$ cat src/rtl/gcg_pkg.sv
package gcg_pkg;
   // Register offsets on the write port; decode depends on them.
   typedef enum logic [1:0] {
      GCG_REG_RSVD  = 2'd0,
      GCG_REG_DIV_A = 2'd1,
      GCG_REG_DIV_B = 2'd2,
      GCG_REG_BURST = 2'd3
   } gcg_reg_e;
endpackage

$ cat src/rtl/gcg_regs.sv
module gcg_regs
   import gcg_pkg::*;
#(
   parameter int DIV_W  = 8,
   parameter int CNT_W  = 8,
   parameter int ADDR_W = 2,
   parameter int DATA_W = 8
) (
   input  logic              clk,
   input  logic              rst_n,
   input  logic              wr_en,
   input  logic [ADDR_W-1:0] wr_addr,
   input  logic [DATA_W-1:0] wr_data,
   output logic [DIV_W-1:0]  div_a,
   output logic [DIV_W-1:0]  div_b,
   output logic [CNT_W-1:0]  edge_lim
);
   localparam logic [ADDR_W-1:0] OFS_A = ADDR_W'(GCG_REG_DIV_A);
   localparam logic [ADDR_W-1:0] OFS_B = ADDR_W'(GCG_REG_DIV_B);
   localparam logic [ADDR_W-1:0] OFS_N = ADDR_W'(GCG_REG_BURST);

   if (DATA_W < DIV_W || DATA_W < CNT_W) begin : g_bad_width
      $error("gcg_regs: DATA_W must cover DIV_W and CNT_W");
   end

   logic hit_a, hit_b, hit_n;
   assign hit_a = wr_en && (wr_addr == OFS_A);
   assign hit_b = wr_en && (wr_addr == OFS_B);
   assign hit_n = wr_en && (wr_addr == OFS_N);

   // Offset 0 is reserved: no storage, writes are accepted and dropped.
   always_ff @(posedge clk) begin
      if (!rst_n) begin
         div_a    <= '0;
         div_b    <= '0;
         edge_lim <= '0;
      end else begin
         if (hit_a) div_a    <= wr_data[DIV_W-1:0];
         if (hit_b) div_b    <= wr_data[DIV_W-1:0];
         if (hit_n) edge_lim <= wr_data[CNT_W-1:0];
      end
   end
endmodule

$ cat src/rtl/gcg_trig_sync.sv
module gcg_trig_sync #(
   parameter int STAGES = 2
) (
   input  logic clk,
   input  logic rst_n,
   input  logic async_in,
   output logic rise
);
   if (STAGES < 0) begin : g_bad_stages
      $error("gcg_trig_sync: STAGES must not be negative");
   end

   logic synced;
   logic prev;

   if (STAGES == 0) begin : g_bypass
      assign synced = async_in;
   end else if (STAGES == 1) begin : g_single
      logic stage;
      always_ff @(posedge clk) begin
         if (!rst_n) stage <= 1'b0;
         else        stage <= async_in;
      end
      assign synced = stage;
   end else begin : g_chain
      logic [STAGES-1:0] chain;
      always_ff @(posedge clk) begin
         if (!rst_n) chain <= '0;
         else        chain <= {chain[STAGES-2:0], async_in};
      end
      assign synced = chain[STAGES-1];
   end

   always_ff @(posedge clk) begin
      if (!rst_n) prev <= 1'b0;
      else        prev <= synced;
   end

   assign rise = synced & ~prev;
endmodule

$ cat src/rtl/gcg_burst.sv
module gcg_burst #(
   parameter int CNT_W = 8
) (
   input  logic             clk,
   input  logic             rst_n,
   input  logic             trig_rise,
   input  logic             tick,
   input  logic [CNT_W-1:0] edge_lim,
   output logic             active,
   output logic             use_b_nxt,
   output logic             restart,
   output logic [CNT_W-1:0] edge_cnt,
   output logic [CNT_W-1:0] burst_len
);
   logic start;
   logic finish;

   assign start     = trig_rise & ~active;
   assign finish    = active & tick & (edge_cnt == burst_len);
   assign restart   = start | finish;
   assign use_b_nxt = start | (active & ~finish);

   always_ff @(posedge clk) begin
      if (!rst_n) begin
         active    <= 1'b0;
         edge_cnt  <= '0;
         burst_len <= '0;
      end else if (start) begin
         active    <= 1'b1;
         edge_cnt  <= '0;
         burst_len <= edge_lim;
      end else if (active && tick) begin
         if (finish) active   <= 1'b0;
         else        edge_cnt <= edge_cnt + 1'b1;
      end
   end
endmodule

$ cat src/rtl/gcg_divider.sv
module gcg_divider #(
   parameter int DIV_W = 8
) (
   input  logic             clk,
   input  logic             rst_n,
   input  logic [DIV_W-1:0] div_a,
   input  logic [DIV_W-1:0] div_b,
   input  logic             use_b_nxt,
   input  logic             restart,
   output logic             tick,
   output logic             clk_out,
   output logic [DIV_W-1:0] cnt,
   output logic [DIV_W-1:0] cur_div
);
   logic reload;

   assign tick   = (cnt == cur_div);
   assign reload = tick | restart;

   always_ff @(posedge clk) begin
      if (!rst_n) begin
         cnt     <= '0;
         cur_div <= '0;
         clk_out <= 1'b0;
      end else begin
         if (reload) begin
            cnt     <= '0;
            cur_div <= use_b_nxt ? div_b : div_a;
         end else begin
            cnt <= cnt + 1'b1;
         end
         if (tick) clk_out <= ~clk_out;
      end
   end
endmodule

$ cat src/rtl/glitch_clkgen.sv
module glitch_clkgen #(
   parameter int DIV_W       = 8,
   parameter int CNT_W       = 8,
   parameter int ADDR_W      = 2,
   parameter int DATA_W      = 8,
   parameter int SYNC_STAGES = 2
) (
   input  logic              clk,
   input  logic              rst_n,
   input  logic              wr_en,
   input  logic [ADDR_W-1:0] wr_addr,
   input  logic [DATA_W-1:0] wr_data,
   input  logic              glitch_in,
   output logic              clk_out
);
   if (ADDR_W < 2) begin : g_bad_addr
      $error("glitch_clkgen: ADDR_W must reach four offsets");
   end
   if (DIV_W < 1 || CNT_W < 1) begin : g_bad_div
      $error("glitch_clkgen: DIV_W and CNT_W must be positive");
   end

   logic [DIV_W-1:0] div_a, div_b, cur_div, div_cnt;
   logic [CNT_W-1:0] edge_lim, edge_cnt, burst_len;
   logic             trig_rise, burst_active, use_b_nxt, restart, div_tick;

   gcg_regs #(
      .DIV_W(DIV_W), .CNT_W(CNT_W), .ADDR_W(ADDR_W), .DATA_W(DATA_W)
   ) u_regs (
      .clk(clk), .rst_n(rst_n), .wr_en(wr_en), .wr_addr(wr_addr),
      .wr_data(wr_data), .div_a(div_a), .div_b(div_b), .edge_lim(edge_lim)
   );

   gcg_trig_sync #(.STAGES(SYNC_STAGES)) u_sync (
      .clk(clk), .rst_n(rst_n), .async_in(glitch_in), .rise(trig_rise)
   );

   gcg_burst #(.CNT_W(CNT_W)) u_burst (
      .clk(clk), .rst_n(rst_n), .trig_rise(trig_rise), .tick(div_tick),
      .edge_lim(edge_lim), .active(burst_active), .use_b_nxt(use_b_nxt),
      .restart(restart), .edge_cnt(edge_cnt), .burst_len(burst_len)
   );

   gcg_divider #(.DIV_W(DIV_W)) u_div (
      .clk(clk), .rst_n(rst_n), .div_a(div_a), .div_b(div_b),
      .use_b_nxt(use_b_nxt), .restart(restart), .tick(div_tick),
      .clk_out(clk_out), .cnt(div_cnt), .cur_div(cur_div)
   );
endmodule

$ cat config.mk
export PLATFORM = sky130hd
export DESIGN_NAME = glitch_clkgen
export DESIGN_NICKNAME = d
export VERILOG_FILES = /design/src/rtl/gcg_pkg.sv /design/src/rtl/gcg_regs.sv /design/src/rtl/gcg_trig_sync.sv /design/src/rtl/gcg_burst.sv /design/src/rtl/gcg_divider.sv /design/src/rtl/glitch_clkgen.sv
export SDC_FILE = /design/constraint.sdc
export NUM_CORES = 1
export LEC_CHECK = 0
export BUFFER_PORTS_ARGS = -buffer_cell sky130_fd_sc_hd__buf_2
export CORE_MARGIN = 3
export CORE_UTILIZATION = 57
export CTS_BUF_LIST = sky130_fd_sc_hd__clkbuf_2
export CTS_CLUSTER_DIAMETER = 200
export DETAILED_ROUTE_END_ITERATION = 8
export HOLD_SLACK_MARGIN = 0.08
export PLACE_DENSITY = 0.86
export SLEW_MARGIN = 15
export SYNTH_ARGS = -nofsm -noshare
export SYNTH_HDL_FRONTEND = slang
export SYNTH_HIERARCHICAL = 1
export SYNTH_SLANG_ARGS = --single-unit
$ cat constraint.sdc
create_clock -name clk -period 2 [get_ports clk]
set_input_delay 0.1 -clock clk [delete_from_list [all_inputs] [get_ports clk]]
set_output_delay 0.1 -clock clk [all_outputs]
set_load 0.01 [all_outputs]
==> results of run 1 <==
per-layer routing:
| layer | share of wire (%) | up-vias |
|---|---|---|
| li1 | - | 1067 |
| met1 | 46 | 918 |
| met2 | 48 | 37 |
| met3 | 3.1 | 15 |
| met4 | 2.9 | 0 |
| met5 | 0 | - |
repair_timing:
item                       CTS  global route
resized for setup            1             6
setup endpoints to repair    6            22
hold endpoints to repair    25             0
gates cloned                 0             0
pin swaps                    0             2
hold buffers                14             0
cells in the mapped netlist (2+ instances only):
cell	instances
o211ai_1	8
xnor2_1	5
a21oi_1	6
buf_6	2
nand3_1	5
buf_4	2
nand2_1	68
xor2_1	17
clkbuf_1	5
buf_2	4
and3b_2	4
mux2i_1	40
nand2b_1	14
or2b_1	2
and2_1	5
and4_1	2
ha_1	2
nor4_4	2
dfxtp_1	61
and3_2	3
and3_1	4
nand4_1	3
a21boi_0	9
nor4_2	2
path summary, 6_finish.rpt:
| kind | start | endpoint | slack, ns |
|---|---|---|---|
| worst min register to register | u_sync/g_chain.chain[0] | u_sync/g_chain.chain[1] | 0.46 |
| worst max register to register | u_div/cur_div[5] | u_burst/edge_cnt[5] | 0.10 |
| worst min-delay path | rst_n | u_div/clk_out | 0.12 |
| worst max-delay path | u_div/cur_div[5] | u_burst/edge_cnt[5] | 0.10 |
flip-flops by register name (all words and copies together), names as in the netlist:
| register | flops |
|---|---|
| u_burst/active | 1 |
| u_burst/burst_len | 8 |
| u_burst/edge_cnt | 8 |
| u_div/clk_out | 1 |
| u_div/cnt | 8 |
| u_div/cur_div | 8 |
| u_regs/div_a | 8 |
| u_regs/div_b | 8 |
| u_regs/edge_lim | 8 |
| u_sync/g_chain.chain | 2 |
| u_sync/prev | 1 |
final cells by class:
type / count / share of cell area (%)
multi-input combinational: 213 / 46.3
sequential: 61 / 37.6
timing repair buffer: 41 / 9.85
tap: 65 / 2.50
clock inverter: 5 / 2.39
clock buffer: 9 / 1.39
power by group:
part           switching (µW)  internal [µW]
registers                64.2           1310
logic                     440            500
clock network             418            397
worst reg2reg max path, stage by stage, from the launching register on:
cell	delay [ns]
dfxtp_1	0.36
xor2_1	0.16
nor4_2	0.35
and2_4	0.22
and4_1	0.27
nand4_1	0.12
a21oi_1	0.17
mux2i_1	0.19
kinds of logic after synthesis:
| kind of cell | count (synthesis) | share of synthesized area, % |
|---|---|---|
| and+or+nand+nor | 120 | 23.7 |
| buffers and inverters | 13 | 2.74 |
| xor gates and xnor gates | 22 | 6.93 |
| DFF | 61 | 43.9 |
| muxes | 40 | 14.4 |
| adders and majority gates | 2 | 0.900 |
| AOI/OAI and AO/OA | 29 | 7.42 |
metrics by stage:
stage / total power [µW] / utilization [%] / area (µm²)
2_1_floorplan: 2000 / - / 2780
3_3_place_gp: 2250 / 65.4 / 2970
3_5_place_dp: 2280 / 65.4 / 2970
4_1_cts: 3110 / 71.2 / 3230
5_1_grt: 3280 / 71.7 / 3250
6_report: 3130 / 71.7 / 3250
==> metrics.csv, run 1 <==
stage,metric,value,unit
worst_hold_path,hold crit path type,input port to register,
synthesis,synthesized area per cell,9.69,µm²
synthesis,Yosys cell types,36,
clock_tree,Clock Sinks,61,
drt,post-route ant nets,0,
power,static leakage,0.00144,µW
placed_design,dpl cells,366,
synthesis,Synth area leader,dfxtp_1,
cells_and_area,multi-input logic area,1510,µm²
synthesis,Syn Nets,303,
synthesis,Synth Flop Type,dfxtp_1,
run,max_cap viols,0,
sta,period utilisation layout,94.8,%
cells_and_area,ant diodes,0,
synthesis,Post-synth EDFFs,0,
worst_setup_path,Critical Path AT,2.30,ns
worst_setup_path,crit path max fanout,4,
sta,setup TNS,0,ns
cells_and_area,fill count,330,
worst_setup_path,Worst Path Buf+Inv,0,
synthesis,ranking of synthesized cells by area,"dfxtp_1 44%, mux2i_1 14%, nand2_1 9.2%, xor2_1 5.4%, nand2b_1 3.1%",
worst_setup_path,worst reg2reg path depth,7,
clock_tree,Worst-Skew Late Latency,0.47,ns
power,Cell Pwr Density,962,nW/µm²
drt,wire per inst,13.6,µm
clock_tree,Clock Path Buffers,2,
worst_setup_path,Worst setup EP type,register,
global_route,total track usage,21.0,%
placed_design,port bufs,14,
sta,endpoints failing hold,0,
worst_setup_path,"slowest stage delay, CP",0.36,ns
sta,relative slew slack,64.9,%
worst_setup_path,"Req. time, crit path",2.40,ns
global_route,largest net degree at the start of global routing,42,
drt,detailed-route DRC error count,0,
worst_setup_path,"Largest delay share family, worst path",simple AND/OR/NAND/NOR gates,
die,num ports,15,
placed_design,worst slack at placement,-0.0386,ns
placed_design,gpl congestion,0.795,
drt,Via density,5.17,
die,Die ar.,5750,µm²
placed_design,HPWL Detailed,3510,µm
synthesis,share of the synthesized area in the top cell type,43.9,%
cells_and_area,post-route insts no fill,394,
sta,Clock Skew,0.0191,ns
clock_tree,CTS tree,yes,
clock_tree,TritonCTS buffer count,9,
die,die height,75.9,µm
clock_tree,post-CTS setup buffer count,0,
synthesis,sequential fraction of the synthesis area,43.9,%
synthesis,Synth Cell Area,2780,µm²
worst_setup_path,crit start category,register,
synthesis,Mapped Cells,287,
worst_setup_path,slowest CP cell,dfxtp_1,
die,area of the core,4530,µm²
cells_and_area,"most common cell after layout, fill and taps aside",nand2_1,
global_route,total grt overflow,0,
synthesis,Post-synth ARST share,0,%
die,Die Wd,75.9,µm
worst_setup_path,crit path cell chain,xor2_1 > nor4_2 > and2_4 > and4_1 > nand4_1 > a21oi_1 > mux2i_1,
sta,worst setup margin,0.104,ns
worst_hold_path,Hold Path Stages,3,
die,placement row count,24,
sta,Slew @ Worst Pin,0.525,ns
sta,hold slack final,0.125,ns
global_route,initial antenna violation count,0,
global_route,met3 Use GR,6.33,%
cells_and_area,most frequent cells in the layout,"67 x nand2_1, 60 x dfxtp_1, 40 x mux2i_1, 17 x xor2_1",
drt,WL final,5370,µm
power,Peak VDD IR,674,µV
worst_setup_path,Crit. path cell count,7,
sta,Final setup viols,0,
sta,Final Max Tran Viols,0,
clock_tree,CTS H-tree lvls,3,
global_route,first-pass GRT wire length,8890,µm
cells_and_area,nets@finish,342,
cells_and_area,layout cell share with drive strength beyond 1,18.5,%
clock_tree,Root Buffer,clkbuf_2,
outcome,status,completed,
global_route,GR Util met1,27.1,%
synthesis,"flops & latches, synth",61,
sta,Tmin final,1.90,ns
worst_setup_path,Setup CP Type,register to register,
synthesis,Synth Warn #,6,
cells_and_area,Layout area overhead,16.9,%
global_route,Top Usage Layer GRT,met2,
drt,Initial DRC Count,116,
drt,vias,2037,
clock_tree,clock-pin slew on the worst setup and hold paths,0.16,ns
global_route,vias in the first global route,1942,
die,starting density of the core,61.3,%
global_route,met2 Use GR,30.7,%
drt,DR pass1 iterations,4,
sta,f_max,0.527,GHz
sta,unrepaired setup endpoints after global routing,true,
cells_and_area,Reg area,1220,µm²
Note: power is estimated with default switching activity, not from simulation.
==> run 2: changes to the inputs <==
GPL_TIMING_DRIVEN = 0   (was unset)
==> run 2 against run 1 <==
Via count is 8.6% higher. Clock power increased by 9.0%. Sequential share of layout area shrank 0.63 points. Sequential power is essentially flat.
==> metrics.csv, run 2 (synthesized netlist as in run 1, its figures left out) <==
stage,metric,value,unit,change
outcome,status,completed,,unchanged
global_route,total track usage,23.8,%,was 21.0%
placed_design,placed inst area,2930,µm²,was 2970 µm²
worst_hold_path,Hold Path Stages,1,,was 3
global_route,first-pass GRT wire length,10100,µm,was 8890 µm
clock_tree,clock-pin slew on the worst setup and hold paths,0.18,ns,was 0.16 ns
worst_setup_path,crit path max fanout,10,,was 4
power,static leakage,0.00147,µW,was 0.00144 µW
cells_and_area,nets@finish,352,,was 342
worst_setup_path,Worst Path Buf+Inv,1,,was 0
die,placement row count,24,,unchanged
placed_design,worst slack at placement,-0.333,ns,was -0.0386 ns
worst_setup_path,Crit. path cell count,8,,was 7
worst_setup_path,"slowest stage delay, CP",0.38,ns,was 0.36 ns
cells_and_area,ant diodes,0,,unchanged
power,Peak VDD IR,556,µV,was 674 µV
cells_and_area,fill count,301,,was 330
worst_setup_path,Worst setup EP type,register,,unchanged
global_route,initial antenna violation count,0,,unchanged
drt,vias,2213,,was 2037
worst_hold_path,hold crit path type,register to register,,was input port to register
power,Cell Pwr Density,960,nW/µm²,was 962 nW/µm²
sta,Final Max Tran Viols,0,,unchanged
drt,wire per inst,14.7,µm,was 13.6 µm
global_route,total grt overflow,0,,unchanged
drt,DR pass1 iterations,5,,was 4
clock_tree,Root Buffer,clkbuf_2,,unchanged
drt,Via density,5.45,,was 5.17
die,area of the core,4530,µm²,unchanged
global_route,largest net degree at the start of global routing,20,,was 42
placed_design,port bufs,14,,unchanged
sta,worst setup margin,0.0632,ns,was 0.104 ns
worst_setup_path,slowest CP cell,dfxtp_1,,unchanged
placed_design,gpl congestion,0.780,,was 0.795
sta,Final setup viols,0,,unchanged
clock_tree,Clock Sinks,61,,unchanged
clock_tree,CTS H-tree lvls,3,,unchanged
sta,endpoints failing hold,0,,unchanged
sta,relative slew slack,67.7,%,was 64.9%
cells_and_area,layout cell share with drive strength beyond 1,19.1,%,was 18.5%
sta,unrepaired setup endpoints after global routing,false,,was true
die,num ports,15,,unchanged
global_route,vias in the first global route,2228,,was 1942
sta,period utilisation layout,96.8,%,was 94.8%
worst_setup_path,Setup CP Type,register to register,,unchanged
clock_tree,Clock Path Buffers,2,,unchanged
worst_setup_path,worst reg2reg path depth,8,,was 7
die,die height,75.9,µm,unchanged
sta,f_max,0.516,GHz,was 0.527 GHz
cells_and_area,"most common cell after layout, fill and taps aside",nand2_1,,unchanged
die,Die Wd,75.9,µm,unchanged
die,Die ar.,5750,µm²,unchanged
drt,detailed-route DRC error count,0,,unchanged
cells_and_area,Layout area overhead,19.5,%,was 16.9%
sta,Clock Skew,0.0233,ns,was 0.0191 ns
placed_design,HPWL Detailed,3640,µm,was 3510 µm
worst_setup_path,crit start category,register,,unchanged
clock_tree,TritonCTS buffer count,9,,unchanged
cells_and_area,final instance area,3320,µm²,was 3250 µm²
sta,Tmin final,1.94,ns,was 1.90 ns
worst_setup_path,crit path cell chain,xor2_1 > nor4_4 > and2_4 > nand2_2 > o22a_2 > buf_4 > o211ai_1 > mux2i_1,,was xor2_1 > nor4_2 > and2_4 > and4_1 > nand4_1 > a21oi_1 > mux2i_1
drt,Initial DRC Count,86,,was 116
worst_setup_path,"Largest delay share family, worst path",simple AND/OR/NAND/NOR gates,,unchanged
sta,setup TNS,0,ns,unchanged
worst_setup_path,"Req. time, crit path",2.40,ns,about the same
worst_setup_path,Critical Path AT,2.33,ns,was 2.30 ns
run,max_cap viols,0,,unchanged
clock_tree,Worst-Skew Late Latency,0.50,ns,was 0.47 ns
sta,Slew @ Worst Pin,0.482,ns,was 0.525 ns
cells_and_area,most frequent cells in the layout,"67 x nand2_1, 57 x dfxtp_1, 40 x mux2i_1, 19 x dlygate4sd3_1, 18 x buf_2",,"was 67 x nand2_1, 60 x dfxtp_1, 40 x mux2i_1, 17 x xor2_1"
drt,WL final,5970,µm,was 5370 µm
drt,post-route ant nets,0,,unchanged
clock_tree,CTS tree,yes,,unchanged
die,starting density of the core,61.3,%,unchanged
-- run 2: cell count changes in the layout (fill, tap and decap cells not counted), sizes merged --
| cell | change |
|---|---|
| clkbuf | +5 |
| dlygate4sd3 | +5 |
| buf | +1 |
| clkinvlp | +1 |
-- run 2: repair_timing --
item,4_1_cts,5_1_grt
resized for setup,10,3
endpoints found under the hold margin,36,0
pin swaps,6,4
hold buffers,19,0
buffers inserted,5,0
endpoints found under the setup margin,20,11
-- run 2: cell type report --
type,instances,area (µm²),share of cell area (%)
Multi-Input combinational cell,213,1500,45.1
Sequential cell,61,1230,37.0
Timing Repair Buffer,38,298,8.96
Clock inverter,6,87.6,2.63
Tap cell,65,81.3,2.45
Buffer,13,80.1,2.41
Clock buffer,10,50.0,1.51
-- run 2: metal layers --
metal / global-route usage [%] / part of all wire, % / vias to the layer above
met3: 7.26 / 4.0 / 31
met5: 0 / 0 / -
met1: 28.1 / 42 / 1033
met2: 37.8 / 49 / 68
li1: - / - / 1081
met4: 14.4 / 5.0 / 0
-- run 2: worst paths after layout --
check                                from                 endpoint  slack [ns]
hold reg to reg   u_sync/g_chain.chain[0]  u_sync/g_chain.chain[1]        0.45
setup / recovery             u_div/cnt[5]         u_div/cur_div[1]        0.06
hold / removal    u_sync/g_chain.chain[0]  u_sync/g_chain.chain[1]        0.45
setup reg to reg             u_div/cnt[5]         u_div/cur_div[1]        0.06
-- run 2: power breakdown --
group | internal [µW] | switching [µW] | leakage, µW | total, µW
registers | 1310 | 65.8 | 0.000497 | 1380
logic | 471 | 455 | 0.000901 | 926
clock network | 416 | 472 | 0.0000758 | 888
-- run 2: through the flow --
stage / utilization (%) / power, µW / hold slack [ns] / cells
5_1_grt: 73.3 / 3330 / 0.457 / 406
2_1_floorplan: - / 2000 / 0.222 / 287
4_1_cts: 73.3 / 3190 / 0.403 / 406
6_report: 73.3 / 3190 / 0.455 / 406
3_5_place_dp: 64.7 / 2160 / 0.312 / 366
3_3_place_gp: 64.7 / 2130 / 0.308 / 366
==> run 3: changes to the inputs <==
CORE_MARGIN = unset   (was 3)
==> run 3 against run 2 <==
Maximum frequency decreased by 0.94%. Global-route usage increased by 2.2 points. Core utilization decreased by 2.6 points. Worst setup slack got worse by 0.018 ns. Cell area increased by 0.49%. Sequential power about the same. Flip-flop and latch count unchanged. Critical path depth unchanged. Non-clock buffer count unchanged. First-iteration DRC count increased by 110%. Highest routed layer unchanged.
==> metrics.csv, run 3 (synthesized netlist as in run 1, its figures left out) <==
stage,metric,value,unit,change
worst_setup_path,Critical Path AT,2.35,ns,was 2.33 ns
placed_design,HPWL Detailed,3660,µm,was 3640 µm
cells_and_area,ant diodes,0,,unchanged
die,num ports,15,,unchanged
worst_hold_path,Hold Path Stages,4,,was 1
worst_setup_path,crit path cell chain,xor2_1 > nor4_4 > and2_4 > buf_4 > and4_4 > nand4_1 > a21oi_2 > mux2i_1,,was xor2_1 > nor4_4 > and2_4 > nand2_2 > o22a_2 > buf_4 > o211ai_1 > mux2i_1
worst_hold_path,Hold Startpoint,wr_addr[0],,was u_sync/g_chain.chain[0]
sta,Final Max Tran Viols,0,,unchanged
sta,Final setup viols,0,,unchanged
sta,Slew @ Worst Pin,0.481,ns,was 0.482 ns
worst_hold_path,hold worst-path end,u_regs/div_a[7],,was u_sync/g_chain.chain[1]
placed_design,gpl congestion,0.776,,was 0.780
sta,unrepaired setup endpoints after global routing,true,,was false
global_route,initial antenna violation count,0,,unchanged
worst_setup_path,"Largest delay share family, worst path",simple AND/OR/NAND/NOR gates,,unchanged
die,placement row count,25,,was 24
drt,vias,2210,,was 2213
clock_tree,clock-pin slew on the worst setup and hold paths,0.18,ns,about the same
global_route,first-pass GRT wire length,10200,µm,was 10100 µm
power,Cell Pwr Density,985,nW/µm²,was 960 nW/µm²
worst_setup_path,crit start category,register,,unchanged
cells_and_area,layout cell share with drive strength beyond 1,21.7,%,was 19.1%
placed_design,port bufs,14,,unchanged
drt,wire per inst,15.3,µm,was 14.7 µm
die,Die ar.,5160,µm²,was 5750 µm²
sta,worst setup margin,0.0449,ns,was 0.0632 ns
worst_setup_path,slowest CP cell,dfxtp_4,,was dfxtp_1
clock_tree,CTS H-tree lvls,3,,unchanged
clock_tree,Worst-Skew Late Latency,0.49,ns,was 0.50 ns
sta,period utilisation layout,97.8,%,was 96.8%
clock_tree,TritonCTS buffer count,9,,unchanged
clock_tree,CTS tree,yes,,unchanged
worst_setup_path,crit path max fanout,4,,was 10
clock_tree,Clock Path Buffers,2,,unchanged
die,area of the core,4720,µm²,was 4530 µm²
global_route,vias in the first global route,2199,,was 2228
sta,Tmin final,1.96,ns,was 1.94 ns
global_route,total grt overflow,0,,unchanged
worst_setup_path,r2r startpoint,u_div/cnt[4],,was u_div/cnt[5]
drt,DR pass1 iterations,4,,was 5
die,starting density of the core,58.9,%,was 61.3%
power,static leakage,0.00149,µW,was 0.00147 µW
cells_and_area,Layout area overhead,20.1,%,was 19.5%
worst_hold_path,hold crit path type,input port to register,,was register to register
cells_and_area,post-route insts no fill,408,,was 406
cells_and_area,nets@finish,352,,unchanged
placed_design,placed inst area,2940,µm²,was 2930 µm²
cells_and_area,most frequent cells in the layout,"67 x nand2_1, 55 x dfxtp_1, 40 x mux2i_1, 18 x buf_2, 17 x xor2_1",,"was 67 x nand2_1, 57 x dfxtp_1, 40 x mux2i_1, 19 x dlygate4sd3_1, 18 x buf_2"
cells_and_area,final instance area,3340,µm²,was 3320 µm²
sta,endpoints failing hold,0,,unchanged
clock_tree,Root Buffer,clkbuf_2,,unchanged
placed_design,worst slack at placement,-0.356,ns,was -0.333 ns
drt,post-route ant nets,0,,unchanged
worst_setup_path,Crit. path cell count,8,,unchanged
drt,WL final,6230,µm,was 5970 µm
sta,Clock Skew,0.0367,ns,was 0.0233 ns
worst_setup_path,"Req. time, crit path",2.40,ns,about the same
worst_setup_path,Worst Path Buf+Inv,1,,unchanged
cells_and_area,"most common cell after layout, fill and taps aside",nand2_1,,unchanged
global_route,total track usage,26.0,%,was 23.8%
drt,Via density,5.42,,was 5.45
worst_setup_path,flop2flop setup slack,0.04,ns,was 0.06 ns
sta,setup TNS,0,ns,unchanged
run,max_cap viols,0,,unchanged
drt,detailed-route DRC error count,0,,unchanged
die,Die Wd,71.9,µm,was 75.9 µm
worst_setup_path,Worst setup EP type,register,,unchanged
placed_design,dpl cells,368,,was 366
sta,f_max,0.511,GHz,was 0.516 GHz
drt,Initial DRC Count,184,,was 86
worst_setup_path,"slowest stage delay, CP",0.39,ns,was 0.38 ns
power,Peak VDD IR,651,µV,was 556 µV
sta,relative slew slack,67.8,%,was 67.7%
global_route,largest net degree at the start of global routing,20,,unchanged
worst_setup_path,Setup CP Type,register to register,,unchanged
cells_and_area,fill count,326,,was 301
clock_tree,Clock Sinks,61,,unchanged
outcome,status,completed,,unchanged
worst_setup_path,reg2reg end,u_burst/edge_cnt[5],,was u_div/cur_div[1]
die,die height,71.9,µm,was 75.9 µm
worst_setup_path,worst reg2reg path depth,8,,unchanged
## run 3: how the worst max path moves through the flow
stage | endpoint | start | slack, ns
global placement | u_div/cur_div[0] | u_div/cnt[4] | -0.27
CTS | u_div/cur_div[1] | u_div/cnt[5] | 0.02
finish | u_burst/edge_cnt[5] | u_div/cnt[4] | 0.04
detailed placement | u_div/cur_div[1] | u_div/cnt[5] | -0.36
global route | u_burst/edge_cnt[7] | u_div/cnt[2] | -0.06
floorplan | u_div/cur_div[0] | u_div/cnt[5] | 0.02
## run 3: timing repair
item                                    CTS  global route
hold endpoints to repair                 36             0
hold buffers                             15             0
pin swaps                                 6             4
setup buffers                             5             4
resized for setup                         9            13
endpoints found under the setup margin   20             8
## run 3: worst register-to-register path: stages, from the launching register on
cell,delay [ns]
dfxtp_4,0.39
xor2_1,0.16
nor4_4,0.31
and2_4,0.22
buf_4,0.12
and4_4,0.25
nand4_1,0.12
a21oi_2,0.14
mux2i_1,0.18
## run 3: area by class of cell
cell class / instances / area [µm²] / area share [%]
buffer: 13 / 83.8 / 2.51
tap: 67 / 83.8 / 2.51
clock inverter: 7 / 90.1 / 2.70
multi-input combinational: 213 / 1520 / 45.4
sequential: 61 / 1230 / 36.9
clock buffer: 9 / 45.0 / 1.35
timing repair buffer: 38 / 288 / 8.61
## run 3: power by group
group | total, µW | internal (µW) | switching [µW]
Sequential | 1370 | 1310 | 66.0
Clock | 878 | 408 | 470
Combinational | 1040 | 537 | 501
## run 3: metrics by stage
stage	hold WS, ns	utilization [%]	power [µW]
4_1_cts	0.0857	69.4	3150
3_5_place_dp	0.314	62.1	2160
2_1_floorplan	0.222	-	2000
6_report	0.132	70.7	3290
5_1_grt	0.123	70.7	3420
3_3_place_gp	0.311	62.1	2130
## run 3: metal layers
layer  GRT usage, %  share of wire [%]  wire, µm  vias up
li1               -                  -         -     1086
met1           31.0                 44      2730     1061
met2           45.2                 51      3150       52
met3           4.50                3.5       216       11
met4           13.1                2.1       132        0
met5              0                  0         0        -
